[src/rtl/dma_pkg.sv]
package dma_pkg;
  typedef enum logic [1:0] {ST_IDLE = 2'd0, ST_RD = 2'd1, ST_WR = 2'd2} seq_st_t;

  // Size code to byte step: 0 -> 1, 1 -> 2, 2 and 3 -> 4
  function automatic logic [2:0] step_of(input logic [1:0] sz);
    case (sz)
      2'd0:    step_of = 3'd1;
      2'd1:    step_of = 3'd2;
      default: step_of = 3'd4;
    endcase
  endfunction
endpackage

[src/rtl/dma_ptr.sv]
module dma_ptr #(
  parameter int AW = 32
) (
  input  logic          clk,
  input  logic          rst,
  input  logic          arm,
  input  logic [AW-1:0] base,
  input  logic          inc_en,
  input  logic [2:0]    step,
  input  logic          adv,
  input  logic          wrap,
  output logic [AW-1:0] ptr
);
  logic [AW-1:0] base_q;
  logic          inc_q;

  always_ff @(posedge clk) begin
    if (rst) begin
      base_q <= '0;
      inc_q  <= 1'b0;
      ptr    <= '0;
    end else if (arm) begin
      base_q <= base;
      inc_q  <= inc_en;
      ptr    <= base;
    end else if (wrap) begin
      ptr <= base_q;
    end else if (adv && inc_q) begin
      ptr <= ptr + AW'(step);
    end
  end

  // a wrap puts the pointer back on its base
  p_wrap_base_r6: assert property (@(posedge clk) disable iff (rst)
    (wrap && !arm) |=> (ptr == base_q));
endmodule

[src/rtl/dma_cnt.sv]
module dma_cnt #(
  parameter int CW = 17
) (
  input  logic          clk,
  input  logic          rst,
  input  logic          arm,
  input  logic [CW-1:0] init,
  input  logic          dec,
  input  logic          wrap,
  output logic          last
);
  logic [CW-1:0] cnt_q;
  logic [CW-1:0] init_q;

  always_ff @(posedge clk) begin
    if (rst) begin
      cnt_q  <= '0;
      init_q <= '0;
    end else if (arm) begin
      cnt_q  <= init;
      init_q <= init;
    end else if (wrap) begin
      cnt_q <= init_q;
    end else if (dec && cnt_q != '0) begin
      cnt_q <= cnt_q - CW'(1);
    end
  end

  assign last = (cnt_q == CW'(1));

  // remaining words never exceed the programmed block length
  p_cnt_range_r10: assert property (@(posedge clk) disable iff (rst)
    cnt_q <= init_q);
endmodule

[src/rtl/dma_seq.sv]
module dma_seq
  import dma_pkg::*;
(
  input  logic    clk,
  input  logic    rst,
  input  logic    start,
  input  logic    cfg_nonzero,
  input  logic    cfg_circ,
  input  logic    cfg_m2m,
  input  logic    dreq,
  input  logic    bus_ready,
  input  logic    bus_err,
  input  logic    last,
  output seq_st_t st,
  output logic    arm,
  output logic    rd_ok,
  output logic    adv,
  output logic    wrap,
  output logic    dec,
  output logic    active,
  output logic    tc_pulse,
  output logic    tc_flag,
  output logic    err_flag
);
  logic circ_q, m2m_q, pend_q;
  logic wr_ok, bad, blk_end, go;

  assign arm     = start && (st == ST_IDLE);
  assign rd_ok   = (st == ST_RD) && bus_ready && !bus_err;
  assign wr_ok   = (st == ST_WR) && bus_ready && !bus_err;
  assign bad     = (st != ST_IDLE) && bus_ready && bus_err;
  assign blk_end = wr_ok && last;
  assign wrap    = blk_end && circ_q;
  assign adv     = wr_ok && !wrap;
  assign dec     = wr_ok && !wrap;
  assign go      = (st == ST_IDLE) && !start && active && (pend_q || m2m_q);

  always_ff @(posedge clk) begin
    if (rst) begin
      st       <= ST_IDLE;
      active   <= 1'b0;
      circ_q   <= 1'b0;
      m2m_q    <= 1'b0;
      pend_q   <= 1'b0;
      tc_pulse <= 1'b0;
      tc_flag  <= 1'b0;
      err_flag <= 1'b0;
    end else begin
      tc_pulse <= blk_end;
      if (arm) begin
        active   <= cfg_nonzero;
        circ_q   <= cfg_circ;
        m2m_q    <= cfg_m2m;
        pend_q   <= 1'b0;
        tc_flag  <= 1'b0;
        err_flag <= 1'b0;
      end else begin
        pend_q <= (pend_q && !go) || (dreq && active && !bad && !(blk_end && !circ_q));
        if (bad || (blk_end && !circ_q)) active <= 1'b0;
        if (blk_end) tc_flag <= 1'b1;
        if (bad) err_flag <= 1'b1;
      end
      case (st)
        ST_IDLE: if (go) st <= ST_RD;
        ST_RD:   if (bus_ready) st <= bus_err ? ST_IDLE : ST_WR;
        ST_WR:   if (bus_ready) st <= ST_IDLE;
        default: st <= ST_IDLE;
      endcase
    end
  end

  // a completed write always returns to idle for a cycle
  p_release_r3: assert property (@(posedge clk) disable iff (rst)
    (st == ST_WR && bus_ready) |=> (st == ST_IDLE));
  // after an error the channel is parked
  p_err_halt_r9: assert property (@(posedge clk) disable iff (rst)
    err_flag |-> (st == ST_IDLE && !active));
  // the block strobe lasts one cycle
  p_tc_once_r7: assert property (@(posedge clk) disable iff (rst)
    tc_pulse |=> !tc_pulse);
  // one-shot block end disarms
  p_oneshot_stop_r5: assert property (@(posedge clk) disable iff (rst)
    (blk_end && !circ_q) |=> !active);
  // circular block end stays armed
  p_circ_keep_r6: assert property (@(posedge clk) disable iff (rst)
    (blk_end && circ_q) |=> active);
endmodule

[src/rtl/dma_channel.sv]
module dma_channel
  import dma_pkg::*;
#(
  parameter int AW = 32,
  parameter int DW = 32,
  parameter int CW = 17
) (
  input  logic          clk,
  input  logic          rst,
  input  logic          start,
  input  logic [AW-1:0] cfg_src,
  input  logic [AW-1:0] cfg_dst,
  input  logic [CW-1:0] cfg_count,
  input  logic [1:0]    cfg_size,
  input  logic          cfg_src_inc,
  input  logic          cfg_dst_inc,
  input  logic          cfg_circular,
  input  logic          cfg_mem2mem,
  input  logic          dreq,
  output logic          bus_valid,
  output logic          bus_write,
  output logic [AW-1:0] bus_addr,
  output logic [DW-1:0] bus_wdata,
  output logic [1:0]    bus_size,
  input  logic [DW-1:0] bus_rdata,
  input  logic          bus_ready,
  input  logic          bus_err,
  output logic          busy,
  output logic          tc_pulse,
  output logic          tc_flag,
  output logic          err_flag
);
  localparam int NSIDE = 2;  // 0 = source, 1 = destination

  seq_st_t       st;
  logic          arm, rd_ok, adv, wrap, dec, last;
  logic [1:0]    size_q;
  logic [DW-1:0] data_q;
  logic [AW-1:0] base_a [NSIDE];
  logic [AW-1:0] ptr_a  [NSIDE];
  logic          inc_a  [NSIDE];

  assign base_a[0] = cfg_src;
  assign base_a[1] = cfg_dst;
  assign inc_a[0]  = cfg_src_inc;
  assign inc_a[1]  = cfg_dst_inc;

  dma_seq u_seq (
    .clk(clk), .rst(rst), .start(start),
    .cfg_nonzero(cfg_count != '0), .cfg_circ(cfg_circular), .cfg_m2m(cfg_mem2mem),
    .dreq(dreq), .bus_ready(bus_ready), .bus_err(bus_err), .last(last),
    .st(st), .arm(arm), .rd_ok(rd_ok), .adv(adv), .wrap(wrap), .dec(dec),
    .active(busy), .tc_pulse(tc_pulse), .tc_flag(tc_flag), .err_flag(err_flag)
  );

  dma_cnt #(.CW(CW)) u_cnt (
    .clk(clk), .rst(rst), .arm(arm), .init(cfg_count),
    .dec(dec), .wrap(wrap), .last(last)
  );

  for (genvar i = 0; i < NSIDE; i++) begin : g_ptr
    dma_ptr #(.AW(AW)) u_ptr (
      .clk(clk), .rst(rst), .arm(arm), .base(base_a[i]), .inc_en(inc_a[i]),
      .step(step_of(size_q)), .adv(adv), .wrap(wrap), .ptr(ptr_a[i])
    );
  end

  always_ff @(posedge clk) begin
    if (rst) begin
      size_q <= 2'd0;
      data_q <= '0;
    end else begin
      if (arm)   size_q <= cfg_size;
      if (rd_ok) data_q <= bus_rdata;
    end
  end

  assign bus_valid = (st != ST_IDLE);
  assign bus_write = (st == ST_WR);
  assign bus_addr  = bus_write ? ptr_a[1] : ptr_a[0];
  assign bus_wdata = data_q;
  assign bus_size  = size_q;

  // a stalled access holds its address and direction
  p_hold_r11: assert property (@(posedge clk) disable iff (rst)
    (bus_valid && !bus_ready) |=> (bus_valid && $stable(bus_addr) && $stable(bus_write)));
  // the write carries what the preceding read returned
  p_wdata_r2: assert property (@(posedge clk) disable iff (rst)
    $rose(bus_write) |-> (bus_wdata == $past(bus_rdata)));
endmodule

[config.mk]
export PLATFORM = sky130hd
export DESIGN_NAME = dma_channel
export DESIGN_NICKNAME = d
export VERILOG_FILES = /design/src/rtl/dma_pkg.sv /design/src/rtl/dma_ptr.sv /design/src/rtl/dma_cnt.sv /design/src/rtl/dma_seq.sv /design/src/rtl/dma_channel.sv
export SDC_FILE = /design/constraint.sdc
export NUM_CORES = 1
export LEC_CHECK = 0
export BUFFER_PORTS_ARGS = -buffer_cell sky130_fd_sc_hd__buf_4
export CORE_ASPECT_RATIO = 0.9
export CORE_MARGIN = 1.5
export CORE_UTILIZATION = 45
export CTS_CLUSTER_DIAMETER = 80
export DETAILED_ROUTE_END_ITERATION = 8
export HOLD_SLACK_MARGIN = 0.05
export PLACE_DENSITY = 0.77
export SYNTH_ARGS = -nofsm -noshare
export SYNTH_HDL_FRONTEND = slang
export SYNTH_SLANG_ARGS = --single-unit
[constraint.sdc]
create_clock -name clk -period 7.6 [get_ports clk]
set_input_delay 0 -clock clk [delete_from_list [all_inputs] [get_ports clk]]
set_output_delay 0 -clock clk [all_outputs]
set_load 0.1 [all_outputs]
After elaboration in Yosys (flattened, before gate mapping)
Index checks and enable logic that the tools add are counted.
- add/sub/neg operators: 3
- equal/unequal tests: 7
- muxes and demuxes: 18
- reductions and logical operators: 42
- operators by type and width (operator ; count):
    32-bit two-way mux ; 7
    32-bit by 3-bit adder with 32-bit output ; 2
    17-bit two-way mux ; 3
    17-bit nonzero test ; 2
    1-bit logical AND ; 21
    17-bit by 1-bit == test with 1-bit output, second input constant ; 1
    17-bit by 1-bit subtractor with 17-bit output, second input constant ; 1
    3-bit nonzero test ; 3
    2-bit two-way mux ; 4
    1-bit zero test ; 7
    2-bit case mux with 3 select lines ; 1
    3-bit case mux with 2 select lines ; 1
    2-bit by 1-bit == test with 1-bit output, second input constant ; 2
    2-bit zero test ; 2
    2-bit by 1-bit != test with 1-bit output, second input constant ; 2
    2-bit nonzero test ; 2
    1-bit logical OR ; 3
    3-bit AND reduction ; 1
    2-bit == test, second input constant ; 1
    1-bit two-way mux ; 2
    2-bit != test, second input constant ; 1
    2-bit OR reduction ; 1
- register bits: 207
- bits of input ports: 125
- output and inout port bits: 72
- word-level logic and storage cells: 88

Depth between registers and ports, before layout
- depth after elaboration: 11
- depth in mapped cells: 11
- gate-level depth less buffers: 9

Hierarchy
From an unflattened synthesis, not the netlist that was laid out.
- cells, all modules: 1311
- area, all modules: 11187.0 µm²
- modules (own cells, without submodules) (module ; times used ; cells an instance ; area each (µm²) ; sequential area each (µm²)):
    dma_ptr ; 2 ; 444 ; 3624.7 ; 1301.2
    dma_cnt ; 1 ; 222 ; 1833.0 ; 680.7
    dma_channel ; 1 ; 157 ; 1652.8 ; 680.7
    dma_seq ; 1 ; 44 ; 451.7 ; 180.2

Worst setup path after synthesis
Ideal clock, no wire load.
- path kind: register to output
- start point: register u_seq.st[1]
- end point: output port bus_addr[21]
- arrival time: 3.647 ns
- required time: 7.600 ns
- setup slack: 3.953 ns
- cell stages (with the launch flop): 5
- buffers on the path: 2
- cells stage by stage: dfxtp_1 -> nor2b_1 -> clkbuf_1 -> clkbuf_1 -> o21ai_0
- word-level cells in the longest chain between the ends: 2
- ends and longest elaborated chain (item ; RTL line ; text):
    start: declaration ; dma_seq.sv:14 ; output seq_st_t st,
    start signal: assignment ; dma_seq.sv:65 ; ST_RD: if (bus_ready) st <= bus_err ? ST_IDLE : ST_WR;
    2-bit == test ; dma_channel.sv:79 ; assign bus_write = (st == ST_WR);
    via bus_write ; dma_channel.sv:21 ; output logic bus_write,
    32-bit two-way mux ; dma_channel.sv:80 ; assign bus_addr = bus_write ? ptr_a[1] : ptr_a[0];
    end: declaration ; dma_channel.sv:22 ; output logic [AW-1:0] bus_addr,
The timed path passes the listed nets, and every way through them passes these cells.

Final worst setup path
- start point: register size_q[1] (netlist: bus_size[1])
- end point: register g_ptr[1].u_ptr.ptr[16]
- word-level cells in the longest chain between the ends: 6
- elaborated cells between the ends (all ways): 7
- those cells by class: 1 x add/sub; 1 x eq/ne; 4 x mux; 1 x reduce/logical
- ends and longest elaborated chain (item ; RTL line ; text):
    start: declaration ; dma_channel.sv:37 ; logic [1:0] size_q;
    start signal: assignment ; dma_channel.sv:73 ; if (arm) size_q <= cfg_size;
    2-bit by 1-bit == test with 1-bit output or 2-bit zero test (tied branches) ; dma_pkg.sv:6 ; case (sz)
    3-bit case mux with 2 select lines * ; dma_pkg.sv:6 ;
    32-bit by 3-bit adder with 32-bit output * ; dma_ptr.sv:29 ; ptr <= ptr + AW'(step);
    32-bit two-way mux * ; dma_ptr.sv:28 ; end else if (adv && inc_q) begin
    32-bit two-way mux * ; dma_ptr.sv:26 ; end else if (wrap) begin
    32-bit two-way mux * ; dma_ptr.sv:22 ; end else if (arm) begin
    end signal: assignment ; dma_ptr.sv:25 ; ptr <= base;
    end signal: assignment ; dma_ptr.sv:27 ; ptr <= base_q;
    end signal: assignment ; dma_ptr.sv:29 ;
    end: declaration ; dma_ptr.sv:12 ; output logic [AW-1:0] ptr
Mark *: on every way between the ends. The rest lies on a longest branch, timed or not. The select of a mux whose other input is x is not followed.
A chain may end at the register's enable or synchronous reset.

==> reports/metrics.yaml <==
status:
  outcome: "completed"
timing:
  fin_crit_sh_pct: 41.9
  hold_ws_ps: 1.54
  tightestPinTransition_ps: 1060
  fmax_mhz: 314
  finalMaxSlewViolations: 0
  rsz0062_at_grt: "no"
  final-hold-violation-count: 0
  relSlewSlack_pct: 29.1
  fin_skew_ps: 10.3
  finalSetupTns_ps: 0
  period_needed_ps: 3180
  setup_viol: 0
detailed_routing:
  antenna_left: 0
  drtIter0Drc: 1014
  vias_per_cell: 5.77
  drc_errors: 0
  routed_wirelength_um: 33900
  vias: 11000
  post_drt_wl_per_cell_um: 17.9
  drtPass1Iterations: 5
clock_network:
  htreeDepth: 1
  clk_pin_slew_ps: 60
  clockRootBuffer: "clkbuf_16"
  clk_latency_ps: 510
  cts-resized-gates: 0
  clkSinkCount: 207
  cts_buffers: 23
  cts_tree: "done"
  cts_buffer_depth: 3
synth:
  ys_types: 72
  synth_area_leader_cell: "dfxtp_1"
  synth_top_family_by_area: "compound AO/OA/AOI/OAI gates"
  yosysSeqAreaShare_pct: 40.2
  synth_area_per_cell_um2: 7.78
  synthCells: 1323
  synth_compound_area_share_pct: 23.5
  synthAdderAreaFrac_pct: 0.851
  synth_seq_cells: 207
  synth_top_cell_area_share_pct: 40.2
  synth_async_sr_flop_share_pct: 0
  synth_ff_type: "dfxtp_1"
  yosys.area_share.simple_pct: 23.3
  synth_fp_nets: 1455
  syn_area_um2: 10300
  yosysWarningCount: 0
  synthXorXnorAreaFrac_pct: 4.17
  synth_edf_count: 0
  synthMuxAreaShare_pct: 3.06
  synth_area_leaders: "dfxtp_1, nand2_1, a21oi_1"
final_layout:
  fillerInstances: 1933
  finalNonFillerCells: 1897
  diodes: 0
  area_growth_pct: 34.3
  final_nets: 1716
  layout-drive-gt1-share_pct: 18.9
  fin_area_um2: 13800
power_and_ir_drop:
  leakage_nw: 5.38
  peakVddDrop_mv: 0.140
  power.density_nw_per_um2: 199
critical_path:
  critPathRequiredTime_ps: 8020
  crit_arrival_ps: 3600
  cpPeakStageDelay_ps: 590
  worstPathMaxFanout: 14
  startpoint_type: "register"
  rrSetupSlack_ps: 4420
  end_kind: "register"
  path_cells: "nand2b_1, xnor2_1, ha_1, a21oi_1, nor4b_2, nand2_1, or3_1, xor2_1, a211oi_1"
  path_class: "register to register"
  cp_slowest_cell: "nor4b_2"
place:
  placed_area_um2: 11900
  io_buffers: 196
  dp_cells: 1731
  hpwl_um: 22100
  gp_congestion: 0.944
global_routing:
  top_usage_layer: "met2"
  grt_use_total_pct: 27.7
  grt_util_met2_pct: 43.7
  grt_start_max_net_pins: 113
  grt_pass1_vias: 10200
  grt.overflow.total: 0
  use_met3_pct: 5.06
  antenna_found_initial: 0
  grt_pass1_wl_um: 53200
  use_met1_pct: 37.4
die:
  start_util_pct: 45.9
  die_area_um2: 23800
  die_y_um: 147
  die_x_um: 162
  num_rows: 52
  fp.coreArea_um2: 22400
  io_pins: 197
flow_run:
  cap_violations: 0
worst_hold_path:
  hold_class: "input port to register"
## critical path, delay by kind of cell, from the launching register on
kind            cells  cell delay, ps
simple gates        4            1650
flops               1             580
compound gates      2             360
xor+xnor            2             290
fa+ha+maj           1             210
## where the power goes
part	switching [W]	internal, W	total [W]
registers	0.0000629	0.00114	0.00120
logic	0.000277	0.000190	0.000467
clock network	0.000449	0.000631	0.00108
## cell type report
type | count | area (um^2) | share of cell area (%)
Inverter | 21 | 78.8 | 0.570
Clock inverter | 8 | 68.8 | 0.498
Multi-Input combinational cell | 997 | 5690 | 41.1
Sequential cell | 207 | 4140 | 30.0
Timing Repair Buffer | 334 | 2820 | 20.4
Tap cell | 297 | 372 | 2.69
Clock buffer | 33 | 653 | 4.72
## cell families after synthesis
family / Yosys count
AND/OR/NAND/NOR: 534
AO/OA/AOI/OAI: 379
flip-flops: 207
buffers and inverters: 119
XOR/XNOR: 49
multiplexers: 28
adder cells (fa/ha/maj): 7
## layout by cell type (no fill, tap or decap), types with 8 or more instances in the layout
master	n
nand3_1	29
or3_1	14
dfxtp_1	207
inv_1	21
a211oi_1	40
o211ai_1	16
nor3_1	26
o21ai_0	44
o21a_1	9
dlygate4sd3_1	125
buf_4	208
clkbuf_16	23
nor4_1	16
a21o_1	8
nand4_1	27
nor2_1	83
nand2_1	291
xnor2_1	26
and3_1	11
o221ai_1	32
xor2_1	23
o221a_2	10
a21oi_1	165
mux2_2	28
a31oi_1	12
## final timing paths
path / depth (start not counted) / end / start
setup / recovery: 9 / g_ptr[1].u_ptr.ptr[16]$_SDFFE_PP0P_ / bus_size[1]$_SDFFE_PP0P_
hold reg to reg: 2 / g_ptr[1].u_ptr.base_q[14]$_SDFFE_PP0P_ / g_ptr[1].u_ptr.base_q[14]$_SDFFE_PP0P_
setup reg to reg: 9 / g_ptr[1].u_ptr.ptr[16]$_SDFFE_PP0P_ / bus_size[1]$_SDFFE_PP0P_
hold / removal: 2 / u_cnt.init_q[14]$_SDFFE_PP0P_ / rst
## registers in the layout, summed over array words and instances (netlist names)
signal              count
u_cnt.init_q           17
bus_wdata              32
g_ptr.u_ptr.base_q     64
u_seq.pend_q            1
u_seq.m2m_q             1
u_seq.active            1
g_ptr.u_ptr.ptr        64
u_seq.st                2
bus_size                2
u_seq.tc_flag           1
u_cnt.cnt_q            17
u_seq.err_flag          1
u_seq.circ_q            1
u_seq.tc_pulse          1
g_ptr.u_ptr.inc_q       2
## per-layer routing
metal	vias to the layer above	routed length [um]
li1	5254	-
met5	-	0
met1	5069	14500
met4	0	1350
met2	523	15200
met3	105	2790
## synthesized netlist by cell type (10+ instances only)
cell type / instances
a31oi_1: 12
a21oi_1: 165
inv_1: 21
dfxtp_1: 207
nand4_1: 27
o211ai_1: 16
nor2_1: 83
o221ai_1: 32
nand3_1: 29
a211oi_1: 40
nand2_1: 292
nor3_1: 26
nor4_1: 16
o21ai_0: 44
buf_2: 12
xnor2_1: 26
xor2_1: 23
o221a_2: 10
or3_1: 14
and3_1: 11
mux2_2: 28
clkbuf_1: 77
## metrics by stage
step | util [%] | setup slack [ps] | power, W
2_1_floorplan | - | 3950 | 0.00149
3_3_place_gp | 52.8 | 4650 | 0.00162
3_5_place_dp | 52.8 | 4450 | 0.00163
4_1_cts | 61.6 | 4460 | 0.00276
5_1_grt | 61.6 | 4170 | 0.00284
6_report | 61.6 | 4420 | 0.00275
## repair_timing
item	4_1_cts	5_1_grt
hold buffers	125	0
setup buffers	0	0
hold endpoints to repair	206	0
Note: power is estimated with default switching activity, not from simulation.
